===== config.mk =====
export PLATFORM = sky130hd
export DESIGN_NAME = ratio_src_ctrl
export DESIGN_NICKNAME = d
export VERILOG_FILES = /design/src/rtl/ratio_src_pkg.sv /design/src/rtl/ratio_clk_presence.sv /design/src/rtl/ratio_auto_fsm.sv /design/src/rtl/ratio_src_ctrl.sv
export SDC_FILE = /design/constraint.sdc
export NUM_CORES = 1
export LEC_CHECK = 0
export ABC_AREA = 1
export BUFFER_PORTS_ARGS = -buffer_cell sky130_fd_sc_hd__buf_2
export CORE_UTILIZATION = 52
export DETAILED_ROUTE_END_ITERATION = 7
export PLACE_DENSITY_LB_ADDON = 0.1
export SLEW_MARGIN = 20
export SYNTH_ARGS = -nofsm -noshare
export SYNTH_HDL_FRONTEND = slang
export SYNTH_SLANG_ARGS = --single-unit

===== constraint.sdc =====
create_clock -name clk -period 1.45 [get_ports clk]
set_clock_uncertainty 0.1 [all_clocks]
set_input_delay 0.3625 -clock clk [delete_from_list [all_inputs] [get_ports clk]]
set_output_delay 0.3625 -clock clk [all_outputs]
set_load 0.05 [all_outputs]

===== src/rtl/ratio_src_pkg.sv =====
package ratio_src_pkg;
    typedef enum logic [1:0] {
        REF_SYNTH  = 2'd0,
        DYN_HYBRID = 2'd1,
        LOSS_WAIT  = 2'd2,
        RELOCK     = 2'd3
    } rsel_state_t;

    localparam logic [2:0] OVR_CODE = 3'b011;
endpackage


===== src/rtl/ratio_clk_presence.sv =====
module ratio_clk_presence #(
    parameter int ABSENT_CYC   = 16,
    parameter int RETURN_EDGES = 16,
    parameter int SYNC_STAGES  = 2
) (
    input  logic clk,
    input  logic rst_n,
    input  logic in_clk,
    output logic present_o
);
    localparam int GAP_W = $clog2(ABSENT_CYC + 1);
    localparam int RUN_W = $clog2(RETURN_EDGES + 1);

    logic [SYNC_STAGES:0] sync_q;
    logic                 edge_det;
    logic [GAP_W-1:0]     gap_q;
    logic [RUN_W-1:0]     run_q;

    always_ff @(posedge clk) begin
        if (!rst_n) sync_q <= '0;
        else        sync_q <= {sync_q[SYNC_STAGES-1:0], in_clk};
    end

    assign edge_det = sync_q[SYNC_STAGES-1] & ~sync_q[SYNC_STAGES];

    always_ff @(posedge clk) begin
        if (!rst_n) begin
            gap_q     <= '0;
            run_q     <= '0;
            present_o <= 1'b0;
        end else if (edge_det) begin
            gap_q <= '0;
            if (run_q != RUN_W'(RETURN_EDGES)) run_q <= run_q + 1'b1;
            if (run_q == RUN_W'(RETURN_EDGES - 1)) present_o <= 1'b1;
        end else begin
            if (gap_q != GAP_W'(ABSENT_CYC)) gap_q <= gap_q + 1'b1;
            if (gap_q == GAP_W'(ABSENT_CYC - 1)) begin
                present_o <= 1'b0;
                run_q     <= '0;
            end
        end
    end


    edge_keeps_present_chk: assert property (@(posedge clk) disable iff (!rst_n)
        edge_det |=> !$fell(present_o));
endmodule


===== src/rtl/ratio_auto_fsm.sv =====
module ratio_auto_fsm
    import ratio_src_pkg::*;
#(
    parameter int TIMEOUT_CYC = 1 << 23
) (
    input  logic        clk,
    input  logic        rst_n,
    input  logic        present_i,
    output rsel_state_t state_o
);
    localparam int TMR_W = $clog2(TIMEOUT_CYC + 1);

    rsel_state_t      state_q, state_d;
    logic [TMR_W-1:0] tmr_q;
    logic             tmr_done;

    assign tmr_done = (tmr_q == TMR_W'(TIMEOUT_CYC - 1));

    always_comb begin
        state_d = state_q;
        unique case (state_q)
            REF_SYNTH:  if (present_i) state_d = RELOCK;
            RELOCK:     state_d = DYN_HYBRID;
            DYN_HYBRID: if (!present_i) state_d = LOSS_WAIT;
            LOSS_WAIT: begin
                if (present_i)     state_d = RELOCK;
                else if (tmr_done) state_d = REF_SYNTH;
            end
        endcase
    end

    always_ff @(posedge clk) begin
        if (!rst_n) begin
            state_q <= REF_SYNTH;
            tmr_q   <= '0;
        end else begin
            state_q <= state_d;
            if (state_q == LOSS_WAIT) tmr_q <= tmr_q + 1'b1;
            else                      tmr_q <= '0;
        end
    end

    assign state_o = state_q;


    relock_one_cycle_chk: assert property (@(posedge clk) disable iff (!rst_n)
        (state_q == RELOCK) |=> (state_q == DYN_HYBRID));

    loss_enter_chk: assert property (@(posedge clk) disable iff (!rst_n)
        (state_q == DYN_HYBRID && !present_i) |=> (state_q == LOSS_WAIT));

    loss_return_chk: assert property (@(posedge clk) disable iff (!rst_n)
        (state_q == LOSS_WAIT && present_i) |=> (state_q == RELOCK));
endmodule


===== src/rtl/ratio_src_ctrl.sv =====
module ratio_src_ctrl
    import ratio_src_pkg::*;
#(
    parameter int SLOT_W       = 2,
    parameter int TIMEOUT_CYC  = 1 << 23,
    parameter int ABSENT_CYC   = 16,
    parameter int RETURN_EDGES = 16,
    parameter int SYNC_STAGES  = 2
) (
    input  logic                          clk,
    input  logic                          rst_n,
    input  logic [SLOT_W-1:0]             mode_sel,
    input  logic [SLOT_W*(1<<SLOT_W)-1:0] lock_ptr_flat,
    input  logic [(1<<SLOT_W)-1:0]        man_src,
    input  logic                          ovr_pin,
    input  logic [2:0]                    ovr_cfg,
    input  logic                          in_clk,
    output logic                          src_dyn,
    output logic [SLOT_W-1:0]             ratio_idx,
    output logic                          lock_ok
);
    localparam int NUM_SLOTS = 1 << SLOT_W;

    logic [SLOT_W-1:0] ptr_arr [NUM_SLOTS];
    logic [SLOT_W-1:0] ptr_act;
    logic              man_bit, auto_en, ovr_act, present;
    logic              src_d, lock_d;
    logic [SLOT_W-1:0] idx_d;
    rsel_state_t       auto_state;

    for (genvar g = 0; g < NUM_SLOTS; g++) begin : g_slot
        assign ptr_arr[g] = lock_ptr_flat[g*SLOT_W +: SLOT_W];
    end

    assign ptr_act = ptr_arr[mode_sel];
    assign man_bit = man_src[mode_sel];
    assign auto_en = (ptr_act != mode_sel);
    assign ovr_act = (ovr_cfg == OVR_CODE);

    ratio_clk_presence #(
        .ABSENT_CYC  (ABSENT_CYC),
        .RETURN_EDGES(RETURN_EDGES),
        .SYNC_STAGES (SYNC_STAGES)
    ) presence_i (
        .clk      (clk),
        .rst_n    (rst_n),
        .in_clk   (in_clk),
        .present_o(present)
    );

    ratio_auto_fsm #(
        .TIMEOUT_CYC(TIMEOUT_CYC)
    ) fsm_i (
        .clk      (clk),
        .rst_n    (rst_n),
        .present_i(present),
        .state_o  (auto_state)
    );

    always_comb begin
        lock_d = 1'b1;
        if (ovr_act) begin
            src_d = ovr_pin;
        end else if (!auto_en) begin
            src_d = man_bit;
        end else begin
            src_d  = (auto_state != REF_SYNTH);
            lock_d = (auto_state == REF_SYNTH) || (auto_state == DYN_HYBRID);
        end
        idx_d = src_d ? ptr_act : mode_sel;
    end

    always_ff @(posedge clk) begin
        if (!rst_n) begin
            src_dyn   <= 1'b0;
            ratio_idx <= '0;
            lock_ok   <= 1'b0;
        end else begin
            src_dyn   <= src_d;
            ratio_idx <= idx_d;
            lock_ok   <= lock_d;
        end
    end


    ovr_pin_chk: assert property (@(posedge clk) disable iff (!rst_n)
        ovr_act |=> (src_dyn == $past(ovr_pin)) && lock_ok);

    manual_src_chk: assert property (@(posedge clk) disable iff (!rst_n)
        (!ovr_act && !auto_en) |=> (src_dyn == $past(man_bit)) && (ratio_idx == $past(mode_sel)));

    hybrid_chk: assert property (@(posedge clk) disable iff (!rst_n)
        (!ovr_act && auto_en && auto_state == DYN_HYBRID) |=> src_dyn && lock_ok && (ratio_idx == $past(ptr_act)));

    synth_chk: assert property (@(posedge clk) disable iff (!rst_n)
        (!ovr_act && auto_en && auto_state == REF_SYNTH) |=> !src_dyn && (ratio_idx == $past(mode_sel)));
endmodule


* After elaboration in Yosys (flattened, before gate mapping) *
Index checks and enable logic that the tools add are counted.

operators by class
  add/sub/neg operators = 3
  multipliers = 0
  divide/modulo/power cells = 0
  $lt $le $gt $ge = 2
  eq/ne operators = 15
  shifts and indexed selects = 0
  muxes and demuxes = 21
  bitwise operators = 4
  reductions and logical operators = 9

operators with widths
  kind                     count
  $add A24 B1 Y24 const B  1
  $eq A24 B23 Y1 const B   1
  $mux W5                  3
  $mux W2                  7
  $add A5 B1 Y5 const B    2
  $eq A5 B4 Y1 const B     2
  $ne A5 B5 Y1 const B     2
  $mux W1                  8
  $pmux W2 S4              1
  $ne A2 B2 Y1 const B     3
  $reduce_and A2 Y1        3
  $bmux W2 S2              1
  $eq A2 B2 Y1 const B     2
  $reduce_bool A2 Y1       2
  $eq A3 B2 Y1 const B     1
  $ge A3 B3 Y1 const B     1
  $lt A2 B3 Y1 const B     1
  $ne A3 B2 Y1 const B     1
  $not A2 Y3               1
  $reduce_and A3 Y1        1
  $bmux W1 S2              1
  $eq A2 B1 Y1 const B     1
  $logic_not A2 Y1         1
  $ne A2 B1 Y1 const B     1
  other kinds (5)          6

word-level totals
  register bits = 44
  bits in latches = 0
  bits in writable memories = 0
  bits in read-only memories = 0
  input port bits = 21
  output and inout bits = 4
  logic and storage cells = 63
  memories = 0

* Logic depth before layout (Yosys ltp) *
Gate-level depths: netlist (run 1).

  word-level depth = 8
  mapped depth = 12
  depth with buffers taken out = 12

* Modules after synthesis *
From an unflattened synthesis (run 1), not the netlist that was laid out.

second synthesis, totals
  cell total of the unflattened synthesis = 337
  area, all modules = 2,356.0 um^2

modules (own cells, without submodules)
  module              instances  cells an instance  area an instance (um^2)  seq. area each (um^2)
  ratio_auto_fsm      1          180                1,249.9                  520.5
  ratio_clk_presence  1          88                 689.4                    280.3
  ratio_src_ctrl      1          69                 416.6                    80.1

* Worst setup path before layout (run 1) *
OpenSTA, ideal clock, no wires.

  path type = register to register
  start = register fsm_i.tmr_q[0]
  end = register fsm_i.tmr_q[22]
  setup time = 0.115 ns
  arrival = 1.347 ns
  required time = 1.235 ns
  path slack = -0.111 ns
  cell stages (with the launch flop) = 13
  path buffers = 0
  clock period less this slack = 1.561 ns
  cells stage by stage = dfxtp_1 > ha_1 > nand2_1 > inv_2 > nand2_2 > nor2_4 > nand2_2 > nor2_4 > nand3_2 > nor2_4 > nand3_1 > nand2_1 > nor2_1

on the way
  longest elaborated chain between the ends = 1

ends and longest elaborated chain
  item                    line                  source
  start, declared         ratio_auto_fsm.sv:14  logic [TMR_W-1:0] tmr_q;
  start signal, assigned  ratio_auto_fsm.sv:38  if (state_q == LOSS_WAIT) tmr_q <= tmr_q + 1'b1;
  $add A24 B1 Y24         ratio_auto_fsm.sv:38

Every way passes these cells.
A chain may end at the register's enable or synchronous reset.

* Final worst setup path (run 1) *
  start = register fsm_i.tmr_q[0]
  end = register fsm_i.tmr_q[23]

The elaborated chain is that of the path after synthesis.

==> metrics.md, run 1 <==
| Metric | Value |
|---|---|
| I/O pin total | `25` |
| Total track usage | `22.4%` |
| RSZ-0062 raised after global routing | `true` |
| ANT cells | `0` |
| Vias | `2130` |
| Chip Width | `67.4 um` |
| Worst Setup End Kind | `flip-flop` |
| PD cells | `838 mW/mm2` |
| Worst-margin pin slew | `409 ps` |
| Worst-Skew Late Latency | `300 ps` |
| Final Hold Viols | `0` |
| Internal | `1.88 mW` |
| Most frequent cells in the layout | `nand2_1 (58), buf_4 (47), inv_1 (46)` |
| Hpwl dp | `3.28 mm` |
| Final Cycle Share | `112%` |
| Switch Pwr | `0.634 mW` |
| Seq/Total Area, Yosys | `39.6%` |
| WL final | `4.62 mm` |
| Clock transition at path regs | `90 ps` |
| Fin. max-slew vios | `0` |
| RD Place Congestion | `0.866` |
| Final cell count without fillers | `439` |
| CP Max Fanout | `5` |
| Core ar. | `0.00406 mm2` |
| Gate Count Post-Synth | `312` |
| Critical Path Start | `fsm_i.tmr_q[0]` |
| Starting DRT DRC Count | `70` |
| Rows | `23` |
| Sw frac | `25.2%` |
| Chip Height | `67.4 um` |
| Synth Area per Inst | `7.14 um2` |
| Initial Utilization | `54.9%` |
| Comb pwr share | `12.1%` |
| 1st-pass router iterations | `4` |
| Reg power frac | `49.8%` |
| Die area | `0.00455 mm2` |
| I/O Buffers | `24` |
| Clock period minus worst slack | `1620 ps` |
| Pin count of the biggest net entering global routing | `16` |
| Post-Syn Nets | `340` |
| H-tree depth | `2` |
| Worst EP arrival | `1720 ps` |
| Antenna violations before repair | `0` |
| Clock buffer depth | `2` |
| First-pass GRT wire length | `7.73 mm` |
| Critical path class | `reg2reg` |
| Hold path startpoint | `in_clk` |
| Synth Register Bits | `44` |
| DRT antenna net count | `0` |
| Placed cell area | `0.00268 mm2` |
| Nets@finish | `416` |
| Reg-to-Reg Start | `fsm_i.tmr_q[0]` |
| Clock root cell | `clkbuf_8` |
| Clock power share | `38.1%` |
| Syn. warnings | `0` |
| Hold Crit Class | `in2reg` |
| Final core utilization | `73.9%` |
| Max Freq | `616 MHz` |
| Max cap viols | `0` |
| Syn-to-layout area delta | `34.7%` |
| Post-route cell area | `0.00300 mm2` |
| Worst Setup EP | `fsm_i.tmr_q[23]` |
| Slew margin rel. | `72.7%` |
| R2R cell count | `9` |
| Yosys cell types | `31` |
| Status | `complete, but fails checks` |
| Startpoint Class | `flip-flop` |
| Final setup vio count | `16` |
| R2R setup slack | `-170 ps` |
| Failing checks | `negative setup slack` |
| CTS sink cnt | `44` |
| Commonest non-fill, non-tap cell in the layout | `nand2_1` |
| DR WL/cell | `10.5 um` |
| Detailed-route DRC error count | `0` |
| Pleak | `1.27 nW` |
| CTS tree | `done` |
| Vias per cell | `4.85` |
| Fraction of layout cells with a size suffix above 1 | `34.2%` |
| DP Cell Count | `420` |
| Total Neg Setup Slack | `-1650 ps` |
| R2R Path End | `fsm_i.tmr_q[23]` |
| Crit path required time | `1550 ps` |
| Cts bufs inserted | `5` |
| Grt total ovfl | `0` |
| Via count of the first global-routing pass | `1912` |
| Post-route setup slack | `-174 ps` |
| Worst vdd ir | `0.968 mV` |
| Mapped Area | `0.00223 mm2` |
[worst max-delay path: stages, from the launching register on]
cell	delay (ps)
dfxtp_2	340
buf_4	100
buf_4	90
nand3_2	100
nor3_4	200
nand3_4	150
nor3_4	210
nand4_1	110
nand2_1	70
nor2_1	40
[worst min-delay path by stage]
stage	endpoint	slack, ps	depth (start not counted)
6_report	presence_i.sync_q[0]	150	3
3_5_place_dp	presence_i.sync_q[1]	310	2
3_3_place_gp	fsm_i.tmr_q[0]	300	1
5_1_grt	presence_i.sync_q[0]	140	3
4_1_cts	presence_i.sync_q[0]	140	3
2_1_floorplan	presence_i.sync_q[1]	290	2
[synthesized netlist by cell type, drive strengths merged]
master  number  share of area [%]
o22ai        1               0.28
o31ai        1               0.34
nor3        17                5.8
a21boi       1               0.34
or2          1               0.28
nand2       67                 12
nand3       22                6.0
dfxtp       44                 40
nand4        6                1.7
ha           7                3.9
nor2        44                8.4
xnor2        4                1.6
o21ai       13                2.9
nor3b        1               0.34
a211oi       1               0.56
o21a         1               0.34
buf          4                1.0
inv         51                8.6
a31oi        2               0.56
a21oi       22                5.1
xor2         2               0.79
[registers in the layout, indices dropped and copies added, names as in the netlist, 2 cells and up]
| signal | cells |
|---|---|
| fsm_i.state_o | 2 |
| presence_i.gap_q | 5 |
| presence_i.sync_q | 3 |
| presence_i.run_q | 5 |
| ratio_idx | 2 |
| fsm_i.tmr_q | 24 |
[per-stage QoR]
step                      power (mW)  hold slack, ps  setup WS (ps)
after floorplan                 1.45             290          -92.4
after global placement          1.55             303           -109
after detailed placement        1.56             306           -187
after CTS                       2.53             140           -193
after global routing            2.64             139           -355
final                           2.51             149           -174
[cell type report]
type                            instances  area, um2
Multi-Input combinational cell        213       1240
Timing Repair Buffer                   73        495
Inverter                               51        191
Clock inverter                          3       46.3
Sequential cell                        44        891
Clock buffer                            5       68.8
Fill cell                             329       1060
Tap cell                               50       62.6
[repair_timing]
action,4_1_cts,5_1_grt
hold buffers,0,0
resized for setup,13,27
setup endpoints to repair,18,28
pin swaps,11,16
buffers inserted,6,5
[metal layers]
layer / GRT usage [%] / share of wire [%] / wire length, um
met1: 26.4 / 44 / 2030
met5: 0 / 0 / 0
met2: 39.3 / 52 / 2390
met4: 8.24 / 1.6 / 74
met3: 5.24 / 2.8 / 129
[logic make-up (layout without fill, tap and decap cells)]
group	count (synthesis)	after routing	synth area share, %
AO/OA/AOI/OAI	42	42	10.4
XOR/XNOR	6	6	2.36
adder cells (fa/ha/maj)	7	7	3.93
buffers and inverters	55	132	9.61
flip-flops	44	44	39.6
AND/OR/NAND/NOR	158	158	34.1
[power by group through the flow]
stage                     logic [mW]  registers, mW  clock network, mW
final                          0.305           1.25              0.958
after global routing           0.345           1.26               1.04
after CTS                      0.287           1.25              0.989
after detailed placement       0.281           1.28                  0
after global placement         0.277           1.28                  0
after floorplan                0.136           1.32                  0
No activity file was read; power rests on OpenSTA's default activity.
==> run 2: changes to the inputs <==
--- a/config.mk
+++ b/config.mk
@@ -13,4 +13,5 @@
 export SLEW_MARGIN = 20
 export SYNTH_ARGS = -nofsm -noshare
 export SYNTH_HDL_FRONTEND = slang
+export SYNTH_HIERARCHICAL = 1
 export SYNTH_SLANG_ARGS = --single-unit
==> run 2 against run 1 <==
Net effect: the run now ends clean; first-iteration DRC count rose by 20%; cell area fell by 3.0%; synthesized cell count rose by 8.0%; combinational power fell by 19%; via count rose by 1.3%; register-to-register slack improved by 210 ps; cell count fell by 0.23%; sequential cell count did not move; total power fell by 4.7%; largest power group unchanged.
==> metrics.md, run 2 <==
| Metric | Value |
|---|---|
| Clock root cell | `clkbuf_8` |
| CP cell instances | `buf_4 -> nand3_2 -> nor2_4 -> nand2_2 -> nor2_2 -> inv_2 -> o21ai_1 -> nor2_1` |
| Post-Syn Nets | `365` |
| Slew margin rel. | `82.6%` |
| Crit path max-delay family | `simple AND/OR/NAND/NOR gates` |
| Crit path required time | `1540 ps` |
| R2R setup slack | `30 ps` |
| Top FF cell, synth | `dfxtp_1` |
| Commonest non-fill, non-tap cell in the layout | `nand2_1` |
| Asr flop ratio synth | `0%` |
| RD Place Congestion | `0.791` |
| Sw frac | `23.5%` |
| Hpwl dp | `3.40 mm` |
| Critical path class | `reg2reg` |
| Gate Count Post-Synth | `337` |
| Syn. warnings | `6` |
| DP Cell Count | `428` |
| Post-route cell area | `0.00291 mm2` |
| Chip Width | `69.3 um` |
| Dominant cell type by area after synthesis | `dfxtp_1` |
| Internal | `1.83 mW` |
| Largest registers | `fsm_i/tmr_q x24, presence_i/gap_q x5, presence_i/run_q x5` |
| Final setup vio count | `0` |
| Pleak | `1.25 nW` |
| Worst Hold End | `presence_i/sync_q[0]` |
| GR Layer Usage met3 | `3.92%` |
| Worst EP arrival | `1510 ps` |
| Pin count of the biggest net entering global routing | `16` |
| RSZ-0062 raised after global routing | `true` |
| Hold Crit Class | `in2reg` |
| Post-synth top cells | `nand2_1 (72), nor2_1 (47), inv_1 (45), dfxtp_1 (44), nand3_1 (26)` |
| Yosys cell types | `30` |
| I/O Buffers | `24` |
| Status | `complete, no violations` |
| Max cap viols | `0` |
| Detailed-route DRC error count | `0` |
| Reg-to-Reg Start | `fsm_i/tmr_q[0]` |
| Seq/Total Area, Yosys | `37.4%` |
| Synth top area share | `37.4%` |
| Total track usage | `20.4%` |
| Most flops, register | `fsm_i/tmr_q` |
| CP Max Fanout | `4` |
| Max Freq | `706 MHz` |
| CTS sink cnt | `44` |
| H-tree depth | `2` |
| Reg power frac | `51.5%` |
| Post-route setup slack | `32.9 ps` |
| 1st-pass router iterations | `4` |
| Critical Path Stages | `8` |
| Most common cell in the synthesized netlist | `nand2_1` |
| Final Hold Viols | `0` |
| Slowest-stage cell, CP | `dfxtp_4` |
| WL final | `4.59 mm` |
| R2R Path End | `fsm_i/tmr_q[11]` |
| Rows | `24` |
| Syn-to-layout area delta | `23.5%` |
| Final Cycle Share | `97.7%` |
| Vias | `2158` |
| R2R cell count | `8` |
| First-pass GRT wire length | `8.15 mm` |
| ANT cells | `0` |
| Hold path startpoint | `in_clk` |
| Clock power share | `38.2%` |
| Top Usage Layer GRT | `met2` |
| PD cells | `823 mW/mm2` |
| DR WL/cell | `10.5 um` |
| Fin. max-slew vios | `0` |
| Worst-margin pin slew | `260 ps` |
| Hold WS | `148 ps` |
| Crit path largest cell delay | `370 ps` |
| Via count of the first global-routing pass | `1998` |
| Most frequent cells in the layout | `nand2_1 (69), inv_1 (45), nor2_1 (43)` |
| Power Total | `2.40 mW` |
| Synth Area per Inst | `6.99 um2` |
| DRT antenna net count | `0` |
| Fraction of layout cells with a size suffix above 1 | `29.8%` |
| CP bufs+invs | `2` |
| GR Layer Usage met2 | `34.4%` |
| Clock transition at path regs | `80 ps` |
| Core ar. | `0.00435 mm2` |
| EDFF count, synth | `0` |
| Cts bufs inserted | `5` |
| Met1 Resource Use GR | `25.8%` |
| Antenna violations before repair | `0` |
| Hold Path Depth | `3` |
| Chip Height | `69.3 um` |
| Switch Pwr | `0.562 mW` |
| Die area | `0.00480 mm2` |
| Grt total ovfl | `0` |
| Clock buffer depth | `2` |
| Worst vdd ir | `0.427 mV` |
| Setup WS pre-CTS | `-115 ps` |
| Vias per cell | `4.93` |
| Comb pwr share | `10.3%` |
| Startpoint Class | `flip-flop` |
| Worst Setup End Kind | `flip-flop` |
| I/O pin total | `25` |
| Initial Utilization | `54.1%` |
| Starting DRT DRC Count | `84` |
| Clock period minus worst slack | `1420 ps` |
| Final core utilization | `66.8%` |
| CTS tree | `done` |
| Synth top area cells | `dfxtp_1 (37%), nand2_1 (11%), nor2_1 (7.5%)` |
| Nets@finish | `413` |
| Placed cell area | `0.00265 mm2` |
| Synth Register Bits | `44` |
| Largest register FFs | `24` |
| Total Neg Setup Slack | `0 ps` |
| Final cell count without fillers | `438` |
| Worst-Skew Late Latency | `290 ps` |
| Mapped Area | `0.00236 mm2` |
-- run 2: how the worst max path moves through the flow --
stage	from	endpoint	slack (ps)
after detailed placement	mode_sel[0]	ratio_idx[0]	-110
after floorplan	fsm_i/tmr_q[0]	fsm_i/tmr_q[20]	70
final	fsm_i/tmr_q[0]	fsm_i/tmr_q[11]	30
after global placement	mode_sel[0]	ratio_idx[1]	-70
after CTS	fsm_i/tmr_q[0]	fsm_i/tmr_q[20]	-9
after global routing	fsm_i/tmr_q[10]	fsm_i/tmr_q[15]	-90
-- run 2: repair_timing --
item	in CTS	in global routing
setup endpoints to repair	5	23
buffers inserted	2	0
hold buffers	0	0
resized for setup	9	27
pin swaps	7	15
-- run 2: routing by layer --
metal  wire, um  vias up
met1       2160      965
met3         88        7
met2       2280       18
li1           -     1168
met4         62        0
met5          0        -
-- run 2: kinds of logic (layout without fill, tap and decap cells) --
logic type                 count (synthesis)  count (layout)  share of synthesized area [%]
xor gates and xnor gates                   3               3                           1.12
DFF                                       44              44                           37.4
adders and majority gates                  7               7                           3.72
and+or+nand+nor                          195             195                           40.4
AOI/OAI and AO/OA                         35              35                           7.91
buffers and inverters                     53             102                           9.51
-- run 2: worst min-delay path: cells and delay by family --
| family | cells | cell delay (ps) |
|---|---|---|
| buffers and inverters | 2 | 110 |
| and+or+nand+nor | 1 | 40 |
-- run 2: power by group through the flow --
stage               Combinational [mW]  Clock [mW]  Sequential (mW)
floorplan                        0.130           0             1.30
global placement                 0.242           0             1.27
detailed placement               0.245           0             1.27
CTS                              0.247       0.946             1.24
global route                     0.279       0.994             1.24
finish                           0.246       0.915             1.23
-- run 2: final cells by class --
class                           instances  area [um2]
Timing Repair Buffer                   44         270
Multi-Input combinational cell        240        1370
Inverter                               50         196
Clock inverter                          2        35.0
Fill cell                             382        1450
Tap cell                               52        65.1
Sequential cell                        44         896
Clock buffer                            6        72.6
==> run 3: changes to the inputs <==
--- a/config.mk
+++ b/config.mk
@@ -9,7 +9,7 @@
 export BUFFER_PORTS_ARGS = -buffer_cell sky130_fd_sc_hd__buf_2
 export CORE_UTILIZATION = 52
 export DETAILED_ROUTE_END_ITERATION = 7
-export PLACE_DENSITY_LB_ADDON = 0.1
+export PLACE_DENSITY = 0.75
 export SLEW_MARGIN = 20
 export SYNTH_ARGS = -nofsm -noshare
 export SYNTH_HDL_FRONTEND = slang
==> run 3 against run 2 <==
Net effect: combinational power barely moved; cell area is 2.5% lower; clock power decreased by 14%; highest routed layer unchanged.
==> metrics.md, run 3 (synthesized netlist as in run 2, its figures left out) <==
| Metric | Value |
|---|---|
| Detailed-route DRC error count | `0` |
| RD Place Congestion | `0.850` |
| Pin count of the biggest net entering global routing | `16` |
| Final Hold Viols | `0` |
| I/O pin total | `25` |
| Cts bufs inserted | `5` |
| Antenna violations before repair | `0` |
| Chip Width | `69.3 um` |
| Clock power share | `34.6%` |
| Internal | `1.72 mW` |
| Vias per cell | `4.96` |
| CP Max Fanout | `7` |
| Critical Path Stages | `8` |
| Clock root cell | `clkbuf_8` |
| Status | `complete, no violations` |
| DR WL/cell | `10.7 um` |
| Critical path class | `reg2reg` |
| Most flops, register | `fsm_i/tmr_q` |
| Worst EP arrival | `1530 ps` |
| Clock transition at path regs | `80 ps` |
| Max cap viols | `0` |
| Final setup vio count | `0` |
| Pleak | `1.25 nW` |
| Worst-Skew Late Latency | `300 ps` |
| Vias | `2176` |
| Worst vdd ir | `0.534 mV` |
| Via count of the first global-routing pass | `2117` |
| Worst-margin pin slew | `262 ps` |
| Clock buffer depth | `2` |
| Syn-to-layout area delta | `20.4%` |
| Largest registers | `fsm_i/tmr_q x24, presence_i/gap_q x5, presence_i/run_q x5` |
| Starting DRT DRC Count | `74` |
| Comb pwr share | `11.0%` |
| Startpoint Class | `flip-flop` |
| Crit path largest cell delay | `360 ps` |
| Core ar. | `0.00435 mm2` |
| Clock period minus worst slack | `1440 ps` |
| Initial Utilization | `54.1%` |
| Final Cycle Share | `99.2%` |
| Critical Path Start | `fsm_i/tmr_q[1]` |
| Total track usage | `21.3%` |
| Rows | `24` |
| R2R Path End | `fsm_i/state_o[1]` |
| CTS sink cnt | `44` |
| Crit path required time | `1540 ps` |
| First-pass GRT wire length | `8.31 mm` |
| Switch Pwr | `0.554 mW` |
| R2R setup slack | `10 ps` |
| Crit path max-delay family | `simple AND/OR/NAND/NOR gates` |
| DRT antenna net count | `0` |
| RSZ-0062 raised after global routing | `true` |
| Reg-to-Reg Start | `fsm_i/tmr_q[1]` |
| Hold_buf cts | `0` |
| H-tree depth | `2` |
| Worst Setup End Kind | `flip-flop` |
| Commonest non-fill, non-tap cell in the layout | `nand2_1` |
| Largest register FFs | `24` |
| Worst Setup EP | `fsm_i/state_o[1]` |
| Die area | `0.00480 mm2` |
| Hpwl dp | `3.45 mm` |
| Grt total ovfl | `0` |
| Nets@finish | `414` |
| Slew margin rel. | `82.5%` |
| Number of filler cells placed in the layout | `430` |
| 1st-pass router iterations | `4` |
| Register area | `888 um2` |
| ANT cells | `0` |
| Sw frac | `24.4%` |
| Slowest-stage cell, CP | `dfxtp_2` |
| I/O Buffers | `24` |
| Final core utilization | `65.1%` |
| Max Freq | `695 MHz` |
| R2R cell count | `8` |
| Most frequent cells in the layout | `nand2_1 (71), inv_1 (45), nor2_1 (45)` |
| Fin. max-slew vios | `0` |
| Hold Crit Class | `in2reg` |
| Chip Height | `69.3 um` |
| Fraction of layout cells with a size suffix above 1 | `28.2%` |
| WL final | `4.68 mm` |
| PD cells | `801 mW/mm2` |
| Post-route cell area | `0.00284 mm2` |
| Placed cell area | `0.00263 mm2` |
| CTS tree | `done` |
| Multi-input gate area | `0.00132 mm2` |
| CP cell instances | `ha_4 -> nand2_4 -> nor2_4 -> nand2_4 -> nor2_4 -> nand3_1 -> nand2_1 -> a21oi_1` |
| Reg power frac | `54.5%` |
| CP bufs+invs | `0` |
run 3: cell types whose count changed in the layout (fill, tap and decap cells not counted), sizes merged:
cell and delta:
buf +1, bufinv -1, clkbuf +2, clkinv -1
run 3: cell type report:
cell class | instances | share of cell area, %
multi-input cells | 240 | 46.5
inverters | 50 | 6.93
repair buffers | 45 | 9.79
clock buffers | 8 | 3.18
well taps | 52 | 2.29
flip-flops and latches | 44 | 31.3
run 3: worst min path at each step:
stage	from	slack (ps)	to	cells after the start
after floorplan	presence_i/sync_q[0]	290	presence_i/sync_q[1]	2
after global routing	in_clk	150	presence_i/sync_q[0]	3
after CTS	in_clk	140	presence_i/sync_q[0]	3
final	in_clk	150	presence_i/sync_q[0]	3
after detailed placement	presence_i/sync_q[0]	300	presence_i/sync_q[1]	2
after global placement	presence_i/sync_q[0]	300	presence_i/sync_q[1]	2
run 3: worst min-delay path, cell delays in order:
cell and delay, ps:
buf_2 80, nand2_1 40, inv_1 40
run 3: metrics by stage:
step	cells	power, mW	setup WS (ps)	hold WS (ps)	setup TNS [ps]
floorplan	337	1.43	70.8	290	0
global placement	426	1.51	-61.8	297	-194
detailed placement	426	1.51	-109	303	-357
CTS	436	2.30	-33.9	137	-33.9
global route	439	2.37	-126	146	-900
finish	439	2.27	11.9	146	0
run 3: power groups by stage:
stage	registers, mW	logic (mW)	clock network (mW)
after floorplan	1.30	0.130	0
after global placement	1.27	0.241	0
after detailed placement	1.27	0.246	0
after CTS	1.24	0.247	0.813
after global routing	1.24	0.279	0.854
final	1.24	0.249	0.785
run 3: per-layer routing:
layer	track usage, %	vias up	wire, um
met1	23.5	979	2150
li1	-	1165	-
met5	0	-	0
met4	10.7	0	109
met2	37.9	24	2270
met3	5.09	8	147
run 3: what timing repair did:
action	CTS	global route
resized for setup	6	16
setup endpoints to repair	4	16
buffers inserted	2	3
pin swaps	2	6
